[src/rtl/pkt_irq_pkg.sv]
package pkt_irq_pkg;

    typedef enum logic {
        SRC_IDLE = 1'b0,
        SRC_PEND = 1'b1
    } src_state_t;

    localparam int NUM_SRC = 2;
    localparam int SRC_CNT = 0;
    localparam int SRC_DMA = 1;

    localparam logic [1:0] SEL_THR  = 2'd0;
    localparam logic [1:0] SEL_LINE = 2'd1;
    localparam logic [1:0] SEL_CTRL = 2'd2;
    localparam logic [1:0] SEL_ACK  = 2'd3;

    localparam int CTRL_EN_LSB = 0;
    localparam int CTRL_SM_LSB = 2;
    localparam int CTRL_LQ     = 4;
    localparam int CTRL_W      = 5;

endpackage

[src/rtl/pkt_irq_cnt_trig.sv]
module pkt_irq_cnt_trig #(
    parameter int CNT_W  = 8,
    parameter int LINE_W = 10
) (
    input  logic [CNT_W-1:0]  pkt_count,
    input  logic [CNT_W-1:0]  thr,
    input  logic [LINE_W-1:0] line_num,
    input  logic [LINE_W-1:0] tgt_line,
    input  logic              line_qual,
    output logic              hit
);
    logic thr_on;
    logic level_ok;
    logic line_ok;

    always_comb begin
        thr_on   = (thr != '0);
        level_ok = (pkt_count >= thr);
        line_ok  = !line_qual || (line_num == tgt_line);
        hit      = thr_on && level_ok && line_ok;
    end
endmodule

[src/rtl/pkt_irq_source.sv]
module pkt_irq_source
    import pkt_irq_pkg::*;
(
    input  logic clk,
    input  logic rst_n,
    input  logic evt,
    input  logic clr,
    input  logic en_wr,
    input  logic en_wr_val,
    input  logic self_mask,
    output logic pend_o,
    output logic en_o,
    output logic req_nxt
);
    src_state_t state_q, state_d;
    logic       en_q, en_d;
    logic       fire;
    logic       self_clr;

    // state register
    always_ff @(posedge clk or negedge rst_n) begin
        if (!rst_n) begin
            state_q <= SRC_IDLE;
            en_q    <= 1'b0;
        end else begin
            state_q <= state_d;
            en_q    <= en_d;
        end
    end

    // next state and outputs
    always_comb begin
        state_d = state_q;
        fire    = 1'b0;
        unique case (state_q)
            SRC_IDLE: begin
                if (evt) begin
                    state_d = SRC_PEND;   // fire
                    fire    = 1'b1;
                end
            end
            SRC_PEND: begin
                if (clr && !evt) begin
                    state_d = SRC_IDLE;   // ack
                end
            end
        endcase
        self_clr = fire && self_mask;
        en_d     = en_wr ? en_wr_val : en_q;
        if (self_clr) begin
            en_d = 1'b0;
        end
        req_nxt = (state_d == SRC_PEND) && (self_clr ? en_q : en_d);
        pend_o  = (state_q == SRC_PEND);
        en_o    = en_q;
    end
endmodule

[src/rtl/pkt_irq_unit.sv]
module pkt_irq_unit
    import pkt_irq_pkg::*;
#(
    parameter int CNT_W  = 8,
    parameter int LINE_W = 10
) (
    input  logic                   clk,
    input  logic                   rst_n,
    input  logic [CNT_W-1:0]       pkt_count,
    input  logic [LINE_W-1:0]      line_num,
    input  logic                   dma_done,
    input  logic                   wr_en,
    input  logic [1:0]             wr_sel,
    input  logic [((LINE_W > CNT_W) ? LINE_W : CNT_W)-1:0] wr_data,
    output logic                   irq_o,
    output logic [NUM_SRC-1:0]     pend_o,
    output logic [NUM_SRC-1:0]     en_o
);
    localparam int DATA_W = (LINE_W > CNT_W) ? LINE_W : CNT_W;

    logic [CNT_W-1:0]   thr_q;
    logic [LINE_W-1:0]  tgt_q;
    logic [NUM_SRC-1:0] sm_q;
    logic               lq_q;
    logic               cnt_hit;
    logic [NUM_SRC-1:0] evt;
    logic [NUM_SRC-1:0] req_nxt;
    logic               wr_ctrl;
    logic               wr_ack;

    assign wr_ctrl = wr_en && (wr_sel == SEL_CTRL);
    assign wr_ack  = wr_en && (wr_sel == SEL_ACK);

    always_ff @(posedge clk or negedge rst_n) begin
        if (!rst_n) begin
            thr_q <= '0;
            tgt_q <= '0;
            sm_q  <= '0;
            lq_q  <= 1'b0;
        end else if (wr_en) begin
            unique case (wr_sel)
                SEL_THR:  thr_q <= wr_data[CNT_W-1:0];
                SEL_LINE: tgt_q <= wr_data[LINE_W-1:0];
                SEL_CTRL: begin
                    sm_q <= wr_data[CTRL_SM_LSB +: NUM_SRC];
                    lq_q <= wr_data[CTRL_LQ];
                end
                SEL_ACK:  ;
            endcase
        end
    end

    pkt_irq_cnt_trig #(
        .CNT_W  (CNT_W),
        .LINE_W (LINE_W)
    ) u_trig (
        .pkt_count (pkt_count),
        .thr       (thr_q),
        .line_num  (line_num),
        .tgt_line  (tgt_q),
        .line_qual (lq_q),
        .hit       (cnt_hit)
    );

    assign evt[SRC_CNT] = cnt_hit;
    assign evt[SRC_DMA] = dma_done;

    for (genvar i = 0; i < NUM_SRC; i++) begin : g_src
        pkt_irq_source u_src (
            .clk       (clk),
            .rst_n     (rst_n),
            .evt       (evt[i]),
            .clr       (wr_ack && wr_data[i]),
            .en_wr     (wr_ctrl),
            .en_wr_val (wr_data[CTRL_EN_LSB + i]),
            .self_mask (sm_q[i]),
            .pend_o    (pend_o[i]),
            .en_o      (en_o[i]),
            .req_nxt   (req_nxt[i])
        );
    end

    always_ff @(posedge clk or negedge rst_n) begin
        if (!rst_n) begin
            irq_o <= 1'b0;
        end else begin
            irq_o <= |req_nxt;
        end
    end
endmodule

[config.mk]
export PLATFORM = sky130hd
export DESIGN_NAME = pkt_irq_unit
export DESIGN_NICKNAME = d
export VERILOG_FILES = /design/src/rtl/pkt_irq_pkg.sv /design/src/rtl/pkt_irq_cnt_trig.sv /design/src/rtl/pkt_irq_source.sv /design/src/rtl/pkt_irq_unit.sv
export SDC_FILE = /design/constraint.sdc
export NUM_CORES = 1
export LEC_CHECK = 0
export ABC_AREA = 0
export BUFFER_PORTS_ARGS = -buffer_cell sky130_fd_sc_hd__buf_2
export CAP_MARGIN = 20
export CORE_UTILIZATION = 46
export CTS_CLUSTER_SIZE = 28
export DETAILED_ROUTE_END_ITERATION = 8
export PLACE_DENSITY_LB_ADDON = 0.15
export RECOVER_POWER = 50
export SLEW_MARGIN = 0
export SYNTH_ARGS = -nofsm -noshare
export SYNTH_HDL_FRONTEND = slang
export SYNTH_SLANG_ARGS = --single-unit
[constraint.sdc]
create_clock -name clk -period 1.9 [get_ports clk]
set_input_delay 0.57 -clock clk [delete_from_list [all_inputs] [get_ports clk]]
set_output_delay 0.57 -clock clk [all_outputs]
set_load 0.01 [all_outputs]
==> results.txt, run 1 <==
----------------------------------------------------
[Outcome]
  Outcome ... complete, but fails checks
  Violations in the final reports ... design-rule violations

[Global route]
  Global routing usage on met1 ... 0.240
  Met3 track utilization from global routing ... 0.0424
  Via count of the first global-routing pass ... 1067
  Met2 Usage GRT ... 0.335
  Most crowded layer after global routing ... met2
  Wire length of the first global-routing pass ... 4.78 mm
  Total congestion overflow after global routing ... 0
  Gr usage total ... 0.190
  Antenna violations before repair ... 0
  Largest net degree at the start of global routing ... 27

[Synthesis]
  Synthesized Nets ... 172
  Avg Cell Area, Syn ... 11.0 um^2
  Count of yosys warnings during synthesis ... 0
  Number of synthesized register bits ... 26
  Fraction of the yosys area taken by sequential cells ... 0.454
  Ys async rst share ... 1.00
  EDFF count, synth ... 0
  Primary flip-flop cell chosen by synthesis mapping ... sky130_fd_sc_hd__dfrtp_1
  Number of instances in the synthesized netlist ... 130
  Mapped cell area ... 1430 um^2
  Netlist cell types ... 31

[STA]
  Post-Route Skew ... 0.000463 ns
  Share of the clock period used by the worst path after layout ... 0.957
  Slew margin rel. ... 0.0520
  Achievable clock frequency ... 0.550 GHz
  Post-layout minimum cycle time ... roughly 1.8 ns
  Unrepaired setup endpoints after global routing ... no
  Slew at the pin closest to its max-slew limit ... 1.42 ns
  Number of endpoints failing setup at the final stage ... 0
  Setup TNS ... 0 ns
  Final hold violation count ... 0
  Number of pins with negative max-slew slack in the final report ... 0

[Clocking]
  Worst-skew pair later-pin latency ... 0.33 ns
  CTS H-tree lvls ... 1
  CTS Buf Count ... 3
  Post-cts resize count ... 0
  TritonCTS clock tree ... built
  Root Driver ... sky130_fd_sc_hd__clkbuf_4
  Hold buffers post-CTS ... 0
  Bufs on Longest Clock Path ... 2
  Count of clock tree sinks ... 26
  Post-CTS Setup Bufs ... 0
  Clock transition at the register clock pins on the worst setup and hold paths after CTS ... 0.15 ns

[Cells and area]
  Cell area after layout ... 1690 um^2
  Number of inserted diodes ... 0
  Final layout net count ... 212
  Top library cells by usage in the layout, fill and taps aside ... sky130_fd_sc_hd__buf_2, sky130_fd_sc_hd__dfrtp_1, sky130_fd_sc_hd__mux2_2
  Area overhead of the layout relative to synthesis ... 18.1%
  Fraction of final layout cells sized beyond drive strength 1 ... 0.373
  Commonest non-fill, non-tap cell in the layout ... sky130_fd_sc_hd__buf_2

[Critical path]
  Chain of cells forming the critical path ... ha_1 -> nand2b_4 -> a2111o_1 -> a32oi_2 -> nor2_1 -> a21o_2
  CP max stage delay ... roughly 0.42 ns
  Data required time of the critical path ... around 2.1 ns
  Kind of cell with the highest combined delay on the critical path ... compound AO/OA/AOI/OAI gates
  Crit path DAT ... 2.06 ns
  Cell type of the slowest stage on the worst timing path ... sky130_fd_sc_hd__dfrtp_1
  Kind of critical path ... reg -> reg
  Kind of capture point of the worst setup path ... register
  Crit path buf inv count ... 0
  CP startpoint kind ... register
  Critical path fanouts, max ... 3

[Route]
  Sum of routed wire length over all layers ... roughly 2.9 mm
  Remaining number of nets flagged by the antenna check after routing ... 0
  Per-cell via count in the routed design ... ~5.4
  DR pass1 iterations ... 7
  Average wire per cell in the routed design ... between 10 and 15 um
  Iter 0 DRT Violations ... 22
  Number of DRC violations after detailed routing ... 5
  Total via count after detailed routing ... 1084

[Die]
  Die span in y ... between 50 and 60 um
  Floorplan die area ... 3340 um^2
  Core box area ... approximately 2900 um^2
  Number of top-level design ports ... 39
  Initial core utilization ... 0.503
  Chip Width ... 57.8 um
  FP Rows ... 19

[Min path]
  Type of the tightest min-delay check ... in -> reg

[Placed design]
  Port-buffer cells ... 38
  Post-detailed-placement cell area ... 1640 um^2
  Final HPWL from detailed placement ... 2.28 mm
  Final Wtd Congestion ... 0.788

[Pwr]
  Power density of the placed cells ... 900 nW/um^2
  Maximum vdd ir drop ... between 0.0005 and 0.0006 V
  Lkg Pwr ... 0.790 nW
  Final total power ... 1.52 mW

[Job]
  Number of violations of the max-capacitance limit ... 0

----------------------------------------------------
-- Yosys cell counts (2+ instances only) --
master                     number  share of area
sky130_fd_sc_hd__a21oi_1        3          0.010
sky130_fd_sc_hd__buf_4          5          0.026
sky130_fd_sc_hd__dfrtp_1       26           0.45
sky130_fd_sc_hd__ha_1           8          0.070
sky130_fd_sc_hd__inv_1         11          0.029
sky130_fd_sc_hd__mux2_2        15           0.12
sky130_fd_sc_hd__mux2i_1        2          0.014
sky130_fd_sc_hd__nand2_1       12          0.031
sky130_fd_sc_hd__nand3b_1       2          0.010
sky130_fd_sc_hd__nand4_1        5          0.022
sky130_fd_sc_hd__nor4_1         2         0.0087
sky130_fd_sc_hd__o211ai_1       2          0.010
sky130_fd_sc_hd__o21ai_0       11          0.038
sky130_fd_sc_hd__xnor2_1        8          0.049
sky130_fd_sc_hd__xor2_1         2          0.012
-- stage by stage --
step | instances | worst slack [ns] | hold slack, ns | utilization
final | 200 | 0.0808 | 0.448 | 0.593
after global routing | 200 | 0.0145 | 0.444 | 0.593
after CTS | 199 | 0.0653 | 0.228 | 0.593
after detailed placement | 195 | -0.179 | 0.482 | 0.575
after global placement | 195 | -0.125 | 0.474 | 0.575
after floorplan | 130 | 0.00714 | 0.274 | -
-- path summary, 6_finish.rpt --
| path | startpoint | end | slack (ns) | cells after the start |
|---|---|---|---|---|
| min in group asynchronous | rst_n | thr_q[5] | 0.54 | 1 |
| max in group asynchronous | rst_n | sm_q[1] | 0.54 | 1 |
| min | dma_done | g_src[1].u_src.pend_o | 0.45 | 2 |
| max | thr_q[0] | g_src[0].u_src.pend_o | 0.08 | 6 |
| min reg2reg | sm_q[0] | g_src[0].u_src.en_o | 0.50 | 1 |
| max reg2reg | thr_q[0] | g_src[0].u_src.pend_o | 0.08 | 6 |
-- per-layer routing --
metal | up-vias | share of wire
met1 | 518 | 0.44
met5 | - | 0
li1 | 536 | -
met3 | 4 | 0.047
met4 | 0 | 0.0072
met2 | 26 | 0.50
-- flip-flops by register name, indices dropped and copies added, names as in the netlist --
register / cells
g_src.u_src.en_o: 2
g_src.u_src.pend_o: 2
irq_o: 1
lq_q: 1
sm_q: 2
tgt_q: 10
thr_q: 8
-- power by group --
part | total, mW | internal, mW | switching, mW
clock | 0.388 | 0.213 | 0.175
sequential | 0.730 | 0.658 | 0.0726
combinational | 0.405 | 0.213 | 0.192
-- area by class of cell --
type / count / area (um^2)
fillers: 244 / 1160
multi-input cells: 86 / 696
flip-flops and latches: 26 / 651
repair buffers: 42 / 214
inverters: 11 / 41.3
well taps: 31 / 38.8
clock inverters: 1 / 30.0
clock buffers: 3 / 22.5
-- cell families after synthesis --
logic type	count (synthesis)	share of synthesized area
fa+ha+maj	8	0.0698
xor+xnor	10	0.0611
flops	26	0.454
mux	17	0.132
simple gates	27	0.108
compound gates	24	0.114
buf+inv	18	0.0611
Power figures use the tool's default switching activity.
==> inputs of run 2 (changes only) <==
--- a/config.mk
+++ b/config.mk
@@ -11,9 +11,11 @@
 export CORE_UTILIZATION = 46
 export CTS_CLUSTER_SIZE = 28
 export DETAILED_ROUTE_END_ITERATION = 8
+export HOLD_SLACK_MARGIN = 0.06
 export PLACE_DENSITY_LB_ADDON = 0.15
 export RECOVER_POWER = 50
 export SLEW_MARGIN = 0
 export SYNTH_ARGS = -nofsm -noshare
 export SYNTH_HDL_FRONTEND = slang
+export SYNTH_HIERARCHICAL = 1
 export SYNTH_SLANG_ARGS = --single-unit
==> run 2 against run 1 <==
The run ends with design-rule violations, negative setup slack left; total power decreased by 0.42%; setup slack lost 0.20 ns; critical path depth up 3; clock skew increased by 0.0039 ns; worst hold slack better by 0.0072 ns; non-clock buffer count increased by 8; via count fell by 4.4%; core utilization is 6.2 points higher; register-to-register slack got worse by 0.20 ns; area after synthesis fell by 1.5%; synthesized cell count down 12%; critical path type unchanged; highest routed layer unchanged.
==> results.txt, run 2 <==
----------------------------------------------------
[Route]
  Total via count after detailed routing ... 1036 (-4.4%)
  Iter 0 DRT Violations ... 38 (+73%)
  Average wire per cell in the routed design ... 13.6 um (-7.3%)
  Per-cell via count in the routed design ... 5.23 (-3.5%)
  Remaining number of nets flagged by the antenna check after routing ... 0 (unchanged)
  Sum of routed wire length over all layers ... 2.69 mm (-8.3%)
  Number of DRC violations after detailed routing ... 4 (-1)
  DR pass1 iterations ... 5 (-2)

[STA]
  Number of pins with negative max-slew slack in the final report ... 0 (unchanged)
  Post-layout minimum cycle time ... 2.02 ns (+0.197 ns)
  Post-Route Skew ... 0.00438 ns (+0.00392 ns)
  Achievable clock frequency ... 0.496 GHz (-9.8%)
  Final hold violation count ... 0 (unchanged)
  Smallest setup slack after layout ... -0.116 ns (-0.197 ns)
  Hold Worst Slack ... 0.456 ns (+0.00718 ns)
  Share of the clock period used by the worst path after layout ... 1.06 (+0.104)
  Slew at the pin closest to its max-slew limit ... 1.36 ns (-0.0605 ns)
  Slew margin rel. ... 0.0923 (+0.0403)
  Number of endpoints failing setup at the final stage ... 2 (+2)
  Unrepaired setup endpoints after global routing ... yes

[Critical path]
  Launch point of the worst reg-to-reg path ... thr_q[4]
  Crit path DAT ... 2.24 ns (+0.18 ns)
  Slack of the worst reg-to-reg path ... -0.12 ns (-0.20 ns)
  Data required time of the critical path ... 2.13 ns (about the same)
  Kind of critical path ... reg -> reg
  CP startpoint kind ... register
  Kind of capture point of the worst setup path ... register
  Reg2Reg Capture Point ... irq_o
  Critical path fanouts, max ... 4 (+1)
  Length in cells of the worst reg-to-reg path ... 9 (+3)

[Global route]
  Via count of the first global-routing pass ... 1065 (-0.19%)
  Largest net degree at the start of global routing ... 27 (unchanged)
  Wire length of the first global-routing pass ... 4.66 mm (-2.6%)
  Total congestion overflow after global routing ... 0 (unchanged)
  Antenna violations before repair ... 0 (unchanged)
  Gr usage total ... 0.187 (-0.00357)

[Synthesis]
  Post-synth top area cell ... sky130_fd_sc_hd__dfrtp_1
  Avg Cell Area, Syn ... 12.4 um^2 (+12%)
  Top area cells in the synthesized netlist ... sky130_fd_sc_hd__dfrtp_1, sky130_fd_sc_hd__mux2_2, sky130_fd_sc_hd__ha_1, sky130_fd_sc_hd__xor2_1, sky130_fd_sc_hd__inv_1
  Mapped cell area ... 1410 um^2 (-1.5%)
  Share of the synthesized area in the top cell type ... 0.461 (+0.00683)
  Primary flip-flop cell chosen by synthesis mapping ... sky130_fd_sc_hd__dfrtp_1
  Ys async rst share ... 1.00 (unchanged)
  EDFF count, synth ... 0 (unchanged)
  Number of synthesized register bits ... 26 (unchanged)
  Count of yosys warnings during synthesis ... 6 (+6)
  Ranking of synthesized cells by instance count ... sky130_fd_sc_hd__dfrtp_1, sky130_fd_sc_hd__mux2_2, sky130_fd_sc_hd__inv_1
  Netlist cell types ... 30 (-3.2%)
  Count leader, synth ... sky130_fd_sc_hd__dfrtp_1
  Number of instances in the synthesized netlist ... 114 (-12%)
  Synthesized Nets ... 156 (-9.3%)
  Fraction of the yosys area taken by sequential cells ... 0.461 (+0.00683)

[Die]
  Die span in y ... 57.4 um (-0.72%)
  Number of top-level design ports ... 39 (unchanged)
  Core box area ... 2830 um^2 (-0.83%)
  Initial core utilization ... 0.499 (-0.00329)
  Chip Width ... 57.4 um (-0.72%)
  Floorplan die area ... 3300 um^2 (-1.4%)
  FP Rows ... 19 (unchanged)

[Min path]
  Worst hold start ... dma_done
  Type of the tightest min-delay check ... in -> reg
  Terminating pin of the worst hold path ... g_src[1].u_src/pend_o
  Number of cells traversed by the worst hold path ... 2 (unchanged)

[Cells and area]
  End-of-flow core utilization ... 0.655 (+0.0616)
  Final layout net count ... 210 (-0.94%)
  Top library cells by usage in the layout, fill and taps aside ... sky130_fd_sc_hd__buf_2, sky130_fd_sc_hd__dfrtp_1, sky130_fd_sc_hd__mux2_2
  Top Registers ... tgt_q: 10 flops, thr_q: 8 flops
  Fraction of final layout cells sized beyond drive strength 1 ... 0.575 (+0.202)
  Area overhead of the layout relative to synthesis ... 31.2%
  Register area ... 651 um^2 (unchanged)
  Commonest non-fill, non-tap cell in the layout ... sky130_fd_sc_hd__buf_2
  Register bank with the most flops ... tgt_q
  Number of flip-flops in the largest register ... 10 (unchanged)
  Combined area of the multi-input logic cells ... 803 um^2 (+15%)
  Filler instances ... 228 (-6.6%)
  Number of inserted diodes ... 0 (unchanged)

[Pwr]
  Lkg Pwr ... 0.847 nW (+7.1%)
  Power density of the placed cells ... 818 nW/um^2 (-9.0%)
  Maximum vdd ir drop ... 0.000552 V (-6.5%)

[Clocking]
  Count of clock tree sinks ... 26 (unchanged)
  TritonCTS clock tree ... built
  Worst-skew pair later-pin latency ... 0.32 ns (about the same)
  CTS Buf Count ... 3 (unchanged)
  CTS H-tree lvls ... 1 (unchanged)
  Bufs on Longest Clock Path ... 2 (unchanged)
  Root Driver ... sky130_fd_sc_hd__clkbuf_4
  Clock transition at the register clock pins on the worst setup and hold paths after CTS ... 0.13 ns (-0.02 ns)

[Placed design]
  Final Wtd Congestion ... 0.802 (+1.8%)
  Port-buffer cells ... 38 (unchanged)
  Final HPWL from detailed placement ... 2.20 mm (-3.2%)

[Job]
  Number of violations of the max-capacitance limit ... 0 (unchanged)

[Outcome]
  Violations in the final reports ... design-rule violations, negative setup slack
  Outcome ... complete, but fails checks

----------------------------------------------------
[run 2: layer usage]
metal | GRT usage | vias up | routed length [um]
li1 | - | 512 | -
met1 | 0.216 | 493 | 1140
met2 | 0.344 | 27 | 1390
met3 | 0.0476 | 4 | 128
met4 | 0.0418 | 0 | 35
met5 | 0 | - | 0
[run 2: cells by family (layout without fill, tap and decap cells)]
logic type,count (synthesis),after routing,synth area share
compound gates,13,13,0.0762
xor+xnor,10,10,0.0620
simple gates,22,22,0.114
mux,23,23,0.182
buf+inv,12,65,0.0345
fa+ha+maj,8,8,0.0709
flops,26,26,0.461
[run 2: power breakdown]
group          internal, mW  switching [mW]
Sequential            0.662          0.0746
Clock                 0.117           0.158
Combinational         0.292           0.213
Total                  1.07           0.445
[run 2: critical path, stage by stage, from the launching register on]
cell,delay (ns)
sky130_fd_sc_hd__dfrtp_1,0.40
sky130_fd_sc_hd__inv_1,0.10
sky130_fd_sc_hd__ha_4,0.20
sky130_fd_sc_hd__o2111a_1,0.25
sky130_fd_sc_hd__a221oi_2,0.30
sky130_fd_sc_hd__a221oi_2,0.08
sky130_fd_sc_hd__nand2b_1,0.18
sky130_fd_sc_hd__a21oi_2,0.12
sky130_fd_sc_hd__o2bb2ai_1,0.06
sky130_fd_sc_hd__or2_4,0.24
[run 2: cell type report]
class                           count  area share
Clock buffer                        4      0.0196
Inverter                           11      0.0250
Multi-Input combinational cell     76       0.433
Sequential cell                    26       0.351
Tap cell                           31      0.0209
Timing Repair Buffer               50       0.150
[run 2: worst max path at each step]
stage / from / cells past startpoint / end / slack (ns)
2_1_floorplan: pkt_count[3] / 9 / irq_o / -0.13
6_report: thr_q[4] / 9 / irq_o / -0.12
3_3_place_gp: pkt_count[0] / 11 / irq_o / -0.31
3_5_place_dp: pkt_count[0] / 11 / irq_o / -0.39
5_1_grt: tgt_q[9] / 8 / irq_o / -0.26
4_1_cts: thr_q[3] / 10 / irq_o / -0.14
[run 2: timing repair]
item	in CTS	in global routing
hold buffers	0	0
endpoints found under the setup margin	2	2
pin swaps	9	1
setup buffers	0	0
resized for setup	4	0
[run 2: metrics by stage]
stage	setup WS (ns)	instance area [um^2]	total power, mW	instances	setup TNS (ns)
finish	-0.116	1850	1.52	198	-0.141
global route	-0.256	1850	1.62	198	-0.466
CTS	-0.141	1860	1.54	198	-0.168
detailed placement	-0.390	1810	1.25	194	-0.712
global placement	-0.313	1810	1.23	194	-0.588
floorplan	-0.127	1500	1.05	114	-0.127
==> inputs of run 3 (changes only) <==
--- a/config.mk
+++ b/config.mk
@@ -6,7 +6,7 @@
 export NUM_CORES = 1
 export LEC_CHECK = 0
 export ABC_AREA = 0
-export BUFFER_PORTS_ARGS = -buffer_cell sky130_fd_sc_hd__buf_2
+export BUFFER_PORTS_ARGS = -buffer_cell sky130_fd_sc_hd__clkbuf_2
 export CAP_MARGIN = 20
 export CORE_UTILIZATION = 46
 export CTS_CLUSTER_SIZE = 28
==> run 3 against run 2 <==
The flow still finishes with violations (design-rule violations, negative setup slack); sequential power about the same; total power about the same; core utilization did not move; clock power is essentially flat; final area did not move; critical endpoint unchanged.
==> results.txt, run 3 (synthesis results as in run 2) <==
----------------------------------------------------
[Outcome]
  Outcome ... complete, but fails checks
  Violations in the final reports ... design-rule violations, negative setup slack

[Cells and area]
  Top library cells by usage in the layout, fill and taps aside ... sky130_fd_sc_hd__clkbuf_2, sky130_fd_sc_hd__dfrtp_1, sky130_fd_sc_hd__mux2_2
  Combined area of the multi-input logic cells ... 803 um^2 (unchanged)
  Final layout net count ... 210 (unchanged)
  End-of-flow core utilization ... 0.655 (unchanged)
  Register bank with the most flops ... tgt_q
  Area overhead of the layout relative to synthesis ... 31.2% (unchanged)
  Final Instance Count excl. Fillers ... 198 (unchanged)
  Commonest non-fill, non-tap cell in the layout ... sky130_fd_sc_hd__clkbuf_2
  Fraction of final layout cells sized beyond drive strength 1 ... 0.575 (unchanged)
  Number of inserted diodes ... 0 (unchanged)
  Number of flip-flops in the largest register ... 10 (unchanged)
  Filler instances ... 233 (+2.2%)
  Top Registers ... tgt_q: 10 flops, thr_q: 8 flops
  Register area ... 651 um^2 (unchanged)

[Clocking]
  Count of clock tree sinks ... 26 (unchanged)
  CTS H-tree lvls ... 1 (unchanged)
  Clock transition at the register clock pins on the worst setup and hold paths after CTS ... 0.14 ns (about the same)
  TritonCTS clock tree ... built
  Bufs on Longest Clock Path ... 2 (unchanged)
  Worst-skew pair later-pin latency ... 0.32 ns (about the same)
  Hold buffers post-CTS ... 0 (unchanged)
  Post-CTS Setup Bufs ... 0 (unchanged)
  CTS Buf Count ... 3 (unchanged)
  Root Driver ... sky130_fd_sc_hd__clkbuf_4

[STA]
  Hold Worst Slack ... 0.463 ns (+0.00754 ns)
  Achievable clock frequency ... 0.487 GHz (-1.8%)
  Final hold violation count ... 0 (unchanged)
  Number of pins with negative max-slew slack in the final report ... 0 (unchanged)
  Share of the clock period used by the worst path after layout ... 1.08 (+0.0196)
  Post-layout minimum cycle time ... 2.05 ns (+0.0372 ns)
  Post-Route Skew ... 0.00966 ns (+0.00528 ns)
  Slew at the pin closest to its max-slew limit ... 1.38 ns (+0.0138 ns)
  Number of endpoints failing setup at the final stage ... 2 (unchanged)
  Slew margin rel. ... 0.0831 (-0.00922)
  Unrepaired setup endpoints after global routing ... yes
  Smallest setup slack after layout ... -0.154 ns (-0.0372 ns)

[Global route]
  Wire length of the first global-routing pass ... 4.53 mm (-2.7%)
  Via count of the first global-routing pass ... 996 (-6.5%)
  Antenna violations before repair ... 0 (unchanged)
  Gr usage total ... 0.184 (-0.00270)
  Total congestion overflow after global routing ... 0 (unchanged)
  Largest net degree at the start of global routing ... 27 (unchanged)

[Critical path]
  Critical path fanouts, max ... 4 (unchanged)
  Chain of cells forming the critical path ... inv_1 -> ha_4 -> o2111a_1 -> a221oi_2 -> a221oi_2 -> nand2b_1 -> a21oi_2 -> o2bb2ai_1 -> or2_4
  Data required time of the critical path ... 2.13 ns (about the same)
  CP startpoint kind ... register
  Crit path DAT ... 2.28 ns (+0.04 ns)
  Cell type of the slowest stage on the worst timing path ... sky130_fd_sc_hd__dfrtp_1
  Length in cells of the worst reg-to-reg path ... 9 (unchanged)
  Slack of the worst reg-to-reg path ... -0.15 ns (-0.04 ns)
  Launch point of the worst reg-to-reg path ... thr_q[4]
  Crit path buf inv count ... 1 (unchanged)
  Kind of critical path ... reg -> reg
  Crit-path most repeated cell ... sky130_fd_sc_hd__a221oi_2
  Kind of capture point of the worst setup path ... register
  Crit path depth ... 9 (unchanged)
  CP max stage delay ... 0.40 ns (about the same)
  Reg2Reg Capture Point ... irq_o
  Kind of cell with the highest combined delay on the critical path ... compound AO/OA/AOI/OAI gates

[Min path]
  Terminating pin of the worst hold path ... g_src[1].u_src/pend_o
  Type of the tightest min-delay check ... in -> reg
  Number of cells traversed by the worst hold path ... 2 (unchanged)
  Worst hold start ... dma_done

[Route]
  Sum of routed wire length over all layers ... 2.64 mm (-1.7%)
  Total via count after detailed routing ... 1054 (+1.7%)
  Per-cell via count in the routed design ... 5.32 (+1.7%)
  Number of DRC violations after detailed routing ... 4 (unchanged)
  Remaining number of nets flagged by the antenna check after routing ... 0 (unchanged)
  Iter 0 DRT Violations ... 24 (-37%)
  DR pass1 iterations ... 5 (unchanged)
  Average wire per cell in the routed design ... 13.3 um (-1.7%)

[Placed design]
  Setup WS pre-CTS ... -0.376 ns (+0.0140 ns)
  Final HPWL from detailed placement ... 2.16 mm (-1.8%)
  Final Wtd Congestion ... 0.820 (+2.2%)
  Placed Cells incl. Taps ... 194 (unchanged)
  Port-buffer cells ... 38 (unchanged)

[Die]
  Die span in y ... 57.4 um (unchanged)
  Floorplan die area ... 3300 um^2 (unchanged)
  FP Rows ... 19 (unchanged)
  Initial core utilization ... 0.499 (unchanged)
  Chip Width ... 57.4 um (unchanged)
  Core box area ... 2830 um^2 (unchanged)
  Number of top-level design ports ... 39 (unchanged)

[Pwr]
  Final total power ... 1.52 mW (about the same)
  Maximum vdd ir drop ... 0.000546 V (-1.1%)
  Power density of the placed cells ... 819 nW/um^2 (about the same)
  Lkg Pwr ... 0.857 nW (+1.2%)

[Job]
  Number of violations of the max-capacitance limit ... 0 (unchanged)

----------------------------------------------------
[run 3: how the worst max path moves through the flow]
stage	endpoint	startpoint
final	irq_o	thr_q[4]
after global routing	irq_o	tgt_q[3]
after CTS	irq_o	thr_q[3]
after detailed placement	irq_o	pkt_count[0]
after global placement	irq_o	pkt_count[0]
after floorplan	irq_o	pkt_count[3]
[run 3: where the power goes]
group / switching, mW / internal [mW]
Combinational: 0.215 / 0.291
Clock: 0.157 / 0.117
Sequential: 0.0749 / 0.662
Total: 0.447 / 1.07
[run 3: routing by layer]
metal / GRT usage / share of wire / vias to the layer above
met5: 0 / 0 / -
met2: 0.309 / 0.51 / 30
li1: - / - / 513
met3: 0.0476 / 0.046 / 6
met4: 0.0557 / 0.020 / 0
met1: 0.233 / 0.43 / 505
[run 3: stage by stage]
stage          TNS [ns]  instance area, um^2
3_5_place_dp     -0.702                 1810
3_3_place_gp     -0.573                 1810
5_1_grt          -0.480                 1850
2_1_floorplan    -0.127                 1500
6_report         -0.219                 1850
4_1_cts          -0.206                 1860
[run 3: area by class of cell]
class / count / share of cell area
clock buffer: 4 / 0.0196
inverter: 11 / 0.0250
multi-input combinational: 76 / 0.433
sequential: 26 / 0.351
tap: 31 / 0.0209
timing repair buffer: 50 / 0.150
[run 3: what timing repair did]
item | 4_1_cts | 5_1_grt
gates resized for setup | 4 | 0
pin swaps | 8 | 1
endpoints found under the setup margin | 2 | 2
